$ cat config.mk
export PLATFORM = sky130hd
export DESIGN_NAME = tap_dither_seq
export DESIGN_NICKNAME = d
export VERILOG_FILES = /design/src/rtl/tap_dither_pkg.sv /design/src/rtl/tap_dither_phase.sv /design/src/rtl/tap_dither_latch.sv /design/src/rtl/tap_dither_accum.sv /design/src/rtl/tap_dither_step.sv /design/src/rtl/tap_dither_seq.sv
export SDC_FILE = /design/constraint.sdc
export NUM_CORES = 1
export LEC_CHECK = 0
export BUFFER_PORTS_ARGS = -buffer_cell sky130_fd_sc_hd__buf_4
export CORE_ASPECT_RATIO = 1.4
export CORE_UTILIZATION = 40
export DETAILED_ROUTE_END_ITERATION = 7
export GPL_ROUTABILITY_DRIVEN = 0
export PLACE_DENSITY = 0.66
export SLEW_MARGIN = 20
export SYNTH_ARGS = -nofsm -noshare
export SYNTH_HDL_FRONTEND = slang
export SYNTH_SLANG_ARGS = --single-unit
$ cat constraint.sdc
create_clock -name clk -period 6.1 [get_ports clk]
set_input_delay 0.61 -clock clk [delete_from_list [all_inputs] [get_ports clk]]
set_output_delay 0.61 -clock clk [all_outputs]
set_load 0.02 [all_outputs]
$ cat src/rtl/tap_dither_pkg.sv
package tap_dither_pkg;

    typedef enum logic [1:0] {
        ST_BOOT   = 2'd0,
        ST_FLAT   = 2'd1,
        ST_DITHER = 2'd2
    } seq_state_e;

endpackage

$ cat src/rtl/tap_dither_phase.sv
module tap_dither_phase #(
    parameter int unsigned PHASE_W = 5
) (
    input  logic               clk,
    input  logic               rst_n,
    output logic [PHASE_W-1:0] phase_q,
    output logic               frame_start
);

    always_ff @(posedge clk) begin
        if (!rst_n) begin
            phase_q <= '0;
        end else begin
            phase_q <= phase_q + 1'b1;
        end
    end

    assign frame_start = (phase_q == '0);

endmodule

$ cat src/rtl/tap_dither_latch.sv
module tap_dither_latch #(
    parameter int unsigned MOD_W = 5,
    parameter int unsigned TAP_W = 5
) (
    input  logic             clk,
    input  logic             rst_n,
    input  logic             load,
    input  logic [MOD_W-1:0] mod_in,
    input  logic [TAP_W-1:0] tap_in,
    output logic [MOD_W-1:0] mod_q,
    output logic [TAP_W-1:0] tap_q,
    output logic [MOD_W-1:0] mod_eff,
    output logic [TAP_W-1:0] tap_eff
);

    always_ff @(posedge clk) begin
        if (!rst_n) begin
            mod_q <= '0;
            tap_q <= '0;
        end else if (load) begin
            mod_q <= mod_in;
            tap_q <= tap_in;
        end
    end

    // Values that govern the cycle being produced at this edge
    assign mod_eff = load ? mod_in : mod_q;
    assign tap_eff = load ? tap_in : tap_q;

endmodule

$ cat src/rtl/tap_dither_accum.sv
module tap_dither_accum #(
    parameter int unsigned ACC_W = 5
) (
    input  logic             clk,
    input  logic             rst_n,
    input  logic             restart,
    input  logic [ACC_W-1:0] step,
    output logic             carry
);

    logic [ACC_W-1:0] acc_q;
    logic [ACC_W-1:0] base;
    logic [ACC_W:0]   sum;

    assign base  = restart ? '0 : acc_q;
    assign sum   = {1'b0, base} + {1'b0, step};
    assign carry = sum[ACC_W];

    always_ff @(posedge clk) begin
        if (!rst_n) begin
            acc_q <= '0;
        end else begin
            acc_q <= sum[ACC_W-1:0];
        end
    end

endmodule

$ cat src/rtl/tap_dither_step.sv
module tap_dither_step #(
    parameter int unsigned TAP_W = 5
) (
    input  logic [TAP_W-1:0] base_tap,
    input  logic             go_up,
    output logic [TAP_W-1:0] sel_tap
);

    localparam logic [TAP_W-1:0] TAP_MAX = {TAP_W{1'b1}};

    always_comb begin
        if (go_up && (base_tap != TAP_MAX)) begin
            sel_tap = base_tap + 1'b1;
        end else begin
            sel_tap = base_tap;
        end
    end

endmodule

$ cat src/rtl/tap_dither_seq.sv
module tap_dither_seq
    import tap_dither_pkg::*;
#(
    parameter int unsigned MOD_W = 5,
    parameter int unsigned TAP_W = 5
) (
    input  logic             clk,
    input  logic             rst_n,
    input  logic [MOD_W-1:0] mod_in,
    input  logic [TAP_W-1:0] tap_in,
    output logic [TAP_W-1:0] tap_out
);

    localparam logic [TAP_W-1:0] TAP_MAX = {TAP_W{1'b1}};

    logic [MOD_W-1:0] phase_q;
    logic             frame_start;
    logic [MOD_W-1:0] mod_q;
    logic [TAP_W-1:0] tap_q;
    logic [MOD_W-1:0] mod_eff;
    logic [TAP_W-1:0] tap_eff;
    logic             carry;
    logic [TAP_W-1:0] up_tap;
    logic [TAP_W-1:0] tap_d;
    seq_state_e       state_q;
    seq_state_e       state_d;

    tap_dither_phase #(.PHASE_W(MOD_W)) u_phase (
        .clk         (clk),
        .rst_n       (rst_n),
        .phase_q     (phase_q),
        .frame_start (frame_start)
    );

    tap_dither_latch #(.MOD_W(MOD_W), .TAP_W(TAP_W)) u_latch (
        .clk     (clk),
        .rst_n   (rst_n),
        .load    (frame_start),
        .mod_in  (mod_in),
        .tap_in  (tap_in),
        .mod_q   (mod_q),
        .tap_q   (tap_q),
        .mod_eff (mod_eff),
        .tap_eff (tap_eff)
    );

    tap_dither_accum #(.ACC_W(MOD_W)) u_accum (
        .clk     (clk),
        .rst_n   (rst_n),
        .restart (frame_start),
        .step    (mod_eff),
        .carry   (carry)
    );

    tap_dither_step #(.TAP_W(TAP_W)) u_step (
        .base_tap (tap_eff),
        .go_up    (carry),
        .sel_tap  (up_tap)
    );

    // Next-state logic: the mode changes only at a frame boundary
    always_comb begin
        state_d = state_q;
        if (frame_start) begin
            if ((mod_eff == '0) || (tap_eff == TAP_MAX)) begin
                state_d = ST_FLAT;
            end else begin
                state_d = ST_DITHER;
            end
        end
    end

    // State register
    always_ff @(posedge clk) begin
        if (!rst_n) begin
            state_q <= ST_BOOT;
        end else begin
            state_q <= state_d;
        end
    end

    // Output decode for the cycle being produced
    always_comb begin
        unique case (state_d)
            ST_BOOT:   tap_d = '0;
            ST_FLAT:   tap_d = tap_eff;
            ST_DITHER: tap_d = up_tap;
            default:   tap_d = '0;
        endcase
    end

    always_ff @(posedge clk) begin
        if (!rst_n) begin
            tap_out <= '0;
        end else begin
            tap_out <= tap_d;
        end
    end

endmodule

# [After elaboration in Yosys (flattened, before gate mapping)]
# Cells that the tools add are included.
[totals] reg_bits=27 input_bits=12 output_inout_bits=5 elab_cells=24
[op_classes] n_addsub=3 eq_ne=4 mux=7 reduce_logical=4
[op_table] operator="$mux W5" count=4
[op_table] operator="$add A5 B1 Y5 const B" count=2
[op_table] operator="$logic_not A5 Y1" count=2
[op_table] operator="$pmux W5 S2" count=1
[op_table] operator="$add A5 B5 Y6" count=1
[op_table] operator="$eq A5 B5 Y1 const B" count=1
[op_table] operator="$ne A5 B5 Y1 const B" count=1
[op_table] operator="$mux W2" count=2
[op_table] operator="$eq A2 B1 Y1 const B" count=1
[op_table] operator="$eq A2 B2 Y1 const B" count=1
[op_table] operator="$logic_and A1 B1 Y1" count=1
[op_table] operator="$logic_or A1 B1 Y1" count=1

# [Depth between registers and ports, before layout]
[depth] ltp_word=8 ltp_mapped=18 ltp_nobuf=17

# [Cells and area by module]
# Synthesis repeated with hierarchy kept, for this count alone.
[unflattened] hier_cells=131 area_unflattened_um2=1423.9
[modules_own_cells] module="tap_dither_latch" n_inst=1 cells_each=31 area_each_um2=426.7 seq_area_each_um2=200.2
[modules_own_cells] module="tap_dither_seq" n_inst=1 cells_each=34 area_each_um2=344.1 seq_area_each_um2=140.1
[modules_own_cells] module="tap_dither_accum" n_inst=1 cells_each=33 area_each_um2=330.3 seq_area_each_um2=100.1
[modules_own_cells] module="tap_dither_phase" n_inst=1 cells_each=22 area_each_um2=219.0 seq_area_each_um2=100.1
[modules_own_cells] module="tap_dither_step" n_inst=1 cells_each=11 area_each_um2=103.8 seq_area_each_um2=0.0

# [Worst setup path before layout]
# Ideal clock, no wire load.
[synth_timing] path_kind="reg-to-reg" startpoint="register u_phase.phase_q[0]" endpoint="register tap_out[3]" setup_time_ns=0.079 t_arrival_ns=3.444 required_ns=6.021 slack_ns=2.577 path_stages_with_launch=18 n_path_buf=1 period_less_slack_ns=3.523 path_cell_list="dfxtp_1 -> inv_1 -> ha_1 -> or4b_1 -> buf_2 -> mux2i_1 -> inv_1 -> ha_1 -> nor3b_1 -> ha_1 -> a211oi_1 -> nor2_1 -> inv_1 -> ha_1 -> nor2b_1 -> nand2_1 -> or4b_1 -> o211ai_1"
[synth_between] elab_chain_len=8 elab_cells_between_ends=17 cone_classes="add/sub (2); eq/ne (4); mux (7); reduce/logical (4)"
[synth_rtl] element="start, declared" line_no="tap_dither_phase.sv:6" source="output logic [PHASE_W-1:0] phase_q,"
[synth_rtl] element="start signal, assigned" line_no="tap_dither_phase.sv:14" source="phase_q <= phase_q + 1'b1;"
[synth_rtl] element="$logic_not A5 Y1 *" line_no="tap_dither_phase.sv:18" source="assign frame_start = (phase_q == '0);"
[synth_rtl] element="$mux W5 *" line_no="tap_dither_latch.sv:28" source="assign tap_eff = load ? tap_in : tap_q;"
[synth_rtl] element="via tap_eff[0]" line_no="tap_dither_seq.sv:21" source="logic [TAP_W-1:0] tap_eff;"
[synth_rtl] element="$eq A5 B5 Y1 *" line_no="tap_dither_seq.sv:65" source="if ((mod_eff == '0) || (tap_eff == TAP_MAX)) begin"
[synth_rtl] element="$logic_or A1 B1 Y1 *" line_no="tap_dither_seq.sv:65"
[synth_rtl] element="$mux W2 *" line_no="tap_dither_seq.sv:65"
[synth_rtl] element="$mux W2 *" line_no="tap_dither_seq.sv:64" source="if (frame_start) begin"
[synth_rtl] element="via state_d[0]" line_no="tap_dither_seq.sv:26" source="seq_state_e state_d;"
[synth_rtl] element="$eq A2 B2 Y1 or $eq A2 B1 Y1 (tied branches)" line_no="tap_dither_seq.sv:84" source="unique case (state_d)"
[synth_rtl] element="$pmux W5 S2 *" line_no="tap_dither_seq.sv:84"
[synth_rtl] element="end signal, assigned" line_no="tap_dither_seq.sv:96" source="tap_out <= tap_d;"
[synth_rtl] element="end, declared" line_no="tap_dither_seq.sv:11" source="output logic [TAP_W-1:0] tap_out"
# Mark *: on every way through the listed nets, which the timed path passes. The rest lies on a longest branch.
# A chain may end at the register's enable or synchronous reset.

# [Final worst setup path]
# Same ends and word-level chain as after synthesis.

==> impl_results.md <==
- Die Height: about 71 um
- Slowest CP cell: or4b_1
- Gate power share: 0.276
- Fraction of registers with async set/reset: 0
- Critical Path AT: roughly 4.4 ns
- Final Power: ~420 uW
- Antenna Cells: 0
- RSZ-0062 raised after global routing: false
- Vias per cell: 5.08
- Post-synth top area cell: dfxtp_1
- Tmin final: between 4 and 5 ns
- Status: completed
- DR vias: between 1,000 and 1,500
- Post-Syn Nets: approximately 180
- Post-route antenna net violation count: 0
- Clock share of power: 0.243
- Netlist cell types: 30
- Starting DRT DRC Count: 13
- CP dominant cell by count: ha_1
- Max capacitance violation total: 0
- I/O Pins: 17
- Postcts setup bufs: 0
- Number of buffers and inverters on the critical path: 3
- Cts hold-fix bufs: 0
- Port bufs: 16
- Nets: around 190
- Max Slew Vio Count: 0
- CP delay by family, top: simple AND/OR/NAND/NOR gates
- Yosys warns: 0
- Routed len/inst: between 10 and 15 um
- Area grow syn2layout: 14.5%
- Antenna violations before repair: 0
- # DRC: 0
- Sink Count: 27
- First-pass GRT wire length: 4.66 mm
- Cells after Synth: around 150
- Top-area cell type share of the netlist area: 0.395
- Die ar.: 0.00367 mm2
- Syn avg cell area: ~9 um2
- Fin Hold WS: 0.497 ns
- Post-synth EDFFs: 0
- Critical path peak fanout: 15
- Ys flop type: dfxtp_1
- Sw frac: 0.304
- Critical path cell sequence: inv_1 -> ha_1 -> or4b_1 -> mux2i_1 -> inv_1 -> ha_1 -> nor3b_1 -> ha_1 -> a211oi_1 -> nor2_1 -> inv_1 -> ha_1 -> nor2b_1 -> nand2_1 -> or4b_1 -> o211ai_1
- PD cells: about 270 mW/mm2
- Final setup viols: 0
- Register area share after synthesis: 0.395
- Drt pass-1 iters: 4
- Clock root buffer: clkbuf_8
- Commonest cells post-synth: dfxtp_1 (27), and2_1 (20), nand2_1 (18)
- CTS tree: yes
- CTS H-tree depth: 1
- Global route overflow: 0
- Cell Area, Synth: 0.00137 mm2
- Die Wd: 51.5 um
- Slew margin rel.: 0.553
- CP Capture Type: flop
- Sw Pwr: roughly 130 uW
- Max Clk Rate: roughly 240 MHz
- Top cells by area, synth: dfxtp_1 (39%), ha_1 (10%), and2_1 (9.1%)
- Worst setup SP type: flop
- Final hold violations: 0
- Internal Pwr Total: just under 300 uW
- Maximum vdd drop: ~120 uV
- FF-to-FF setup slack: approximately 1.9 ns
- Hold crit path type: reg2reg
- Largest net degree at the start of global routing: 25
- Flop pwr share: 0.481
- Post-CTS sizing: 0
- Post-route setup TNS: 0 ns
- Leakage: roughly 0.75 nW
- Layout cells sized above 1: 0.132
- Clock Latency Late Sink: ~0.27 ns
- Cell with the most instances after synthesis: dfxtp_1
- CP peak stage delay: about 0.71 ns
- CTS buffer count: 3
- Slew @ Worst Pin: 0.668 ns
- Flops & latches, synth: 27
- Clock slew at reported path FFs: 0.09 ns
- Worst Skew: about 0.0044 ns
- WP data required: around 6.3 ns
- Vias in the first global route: between 1,000 and 1,500
- Drt total wl: between 2 and 3 mm
- Crit path kind: reg2reg
- Final period util: 0.686
- Rows: 24
- GRT Overall Usage: 0.170
- Core footprint: 0.00318 mm2
- Post-DP HPWL: between 2 and 2.5 mm
- Initial core utilization: 0.430
- Max clock buf depth: 2
==> cells in the final DEF (no fill, tap or decap) <==
cell type and n:
dfxtp_1 27, and2_1 20, nand2_1 18, buf_4 16
ha_1 11, nor2_1 10, nor2b_1 8, inv_1 7
nand3_1 7, mux2i_1 5, a21o_1 4, o21ai_0 4
a211oi_1 3, xnor2_1 3, clkbuf_8 3, or4b_1 2
nor3b_1 2, xor2_1 2, o32ai_1 2, a21oi_1 2
nor4b_4 1, mux2i_2 1, nor3_1 1, o21ai_1 1
a41oi_1 1, o211ai_1 1, and3_1 1, nand2b_1 1
a221oi_1 1, fa_1 1, clkinv_2 1
==> cell families (layout without fill, tap and decap cells) <==
group | Yosys count | in the layout | synth area share
AOI/OAI and AO/OA | 19 | 19 | 0.0950
muxes | 6 | 6 | 0.0466
xor gates and xnor gates | 5 | 5 | 0.0320
adders and majority gates | 12 | 12 | 0.115
buffers and inverters | 11 | 27 | 0.0310
and+or+nand+nor | 71 | 71 | 0.286
DFF | 27 | 27 | 0.395
==> power groups by stage <==
stage / Sequential, mW / Clock, mW / Combinational [mW]
2_1_floorplan: 0.207 / 0 / 0.0822
3_3_place_gp: 0.204 / 0 / 0.112
3_5_place_dp: 0.205 / 0 / 0.115
4_1_cts: 0.201 / 0.103 / 0.116
5_1_grt: 0.203 / 0.110 / 0.130
6_report: 0.201 / 0.102 / 0.115
==> per-layer routing <==
metal / track usage / share of wire / up-vias
met5: 0 / 0 / -
met4: 0.0721 / 0.015 / 0
met3: 0.0191 / 0.026 / 4
met2: 0.302 / 0.52 / 16
met1: 0.202 / 0.44 / 487
li1: - / - / 540
==> registers in the layout, summed over array words and instances (netlist names) <==
| name | count |
|---|---|
| u_latch.mod_q | 5 |
| tap_out | 5 |
| state_q | 2 |
| u_accum.acc_q | 5 |
| u_latch.tap_q | 5 |
| u_phase.phase_q | 5 |
==> through the flow <==
stage | instance area (um2) | setup WS, ns | utilization | cells
final | 1570 | 1.91 | 0.493 | 206
after floorplan | 1370 | 2.58 | - | 151
after global routing | 1570 | 1.59 | 0.493 | 206
after CTS | 1570 | 1.92 | 0.493 | 206
after global placement | 1520 | 2.19 | 0.478 | 202
after detailed placement | 1520 | 1.94 | 0.478 | 202
==> final timing paths <==
| check | end | cells after the start | from |
|---|---|---|---|
| max | tap_out[3] | 16 | u_phase.phase_q[0] |
| min | u_phase.phase_q[0] | 1 | u_phase.phase_q[0] |
| max reg2reg | tap_out[3] | 16 | u_phase.phase_q[0] |
| min reg2reg | u_phase.phase_q[0] | 1 | u_phase.phase_q[0] |
==> area by class of cell <==
| class | instances | area, um2 |
|---|---|---|
| well taps | 39 | 48.8 |
| clock inverters | 1 | 5.00 |
| multi-input cells | 113 | 787 |
| fillers | 325 | 1610 |
| clock buffers | 3 | 41.3 |
| flip-flops and latches | 27 | 541 |
| inverters | 7 | 26.3 |
| repair buffers | 16 | 120 |
(Power assumes the default switching activity.)
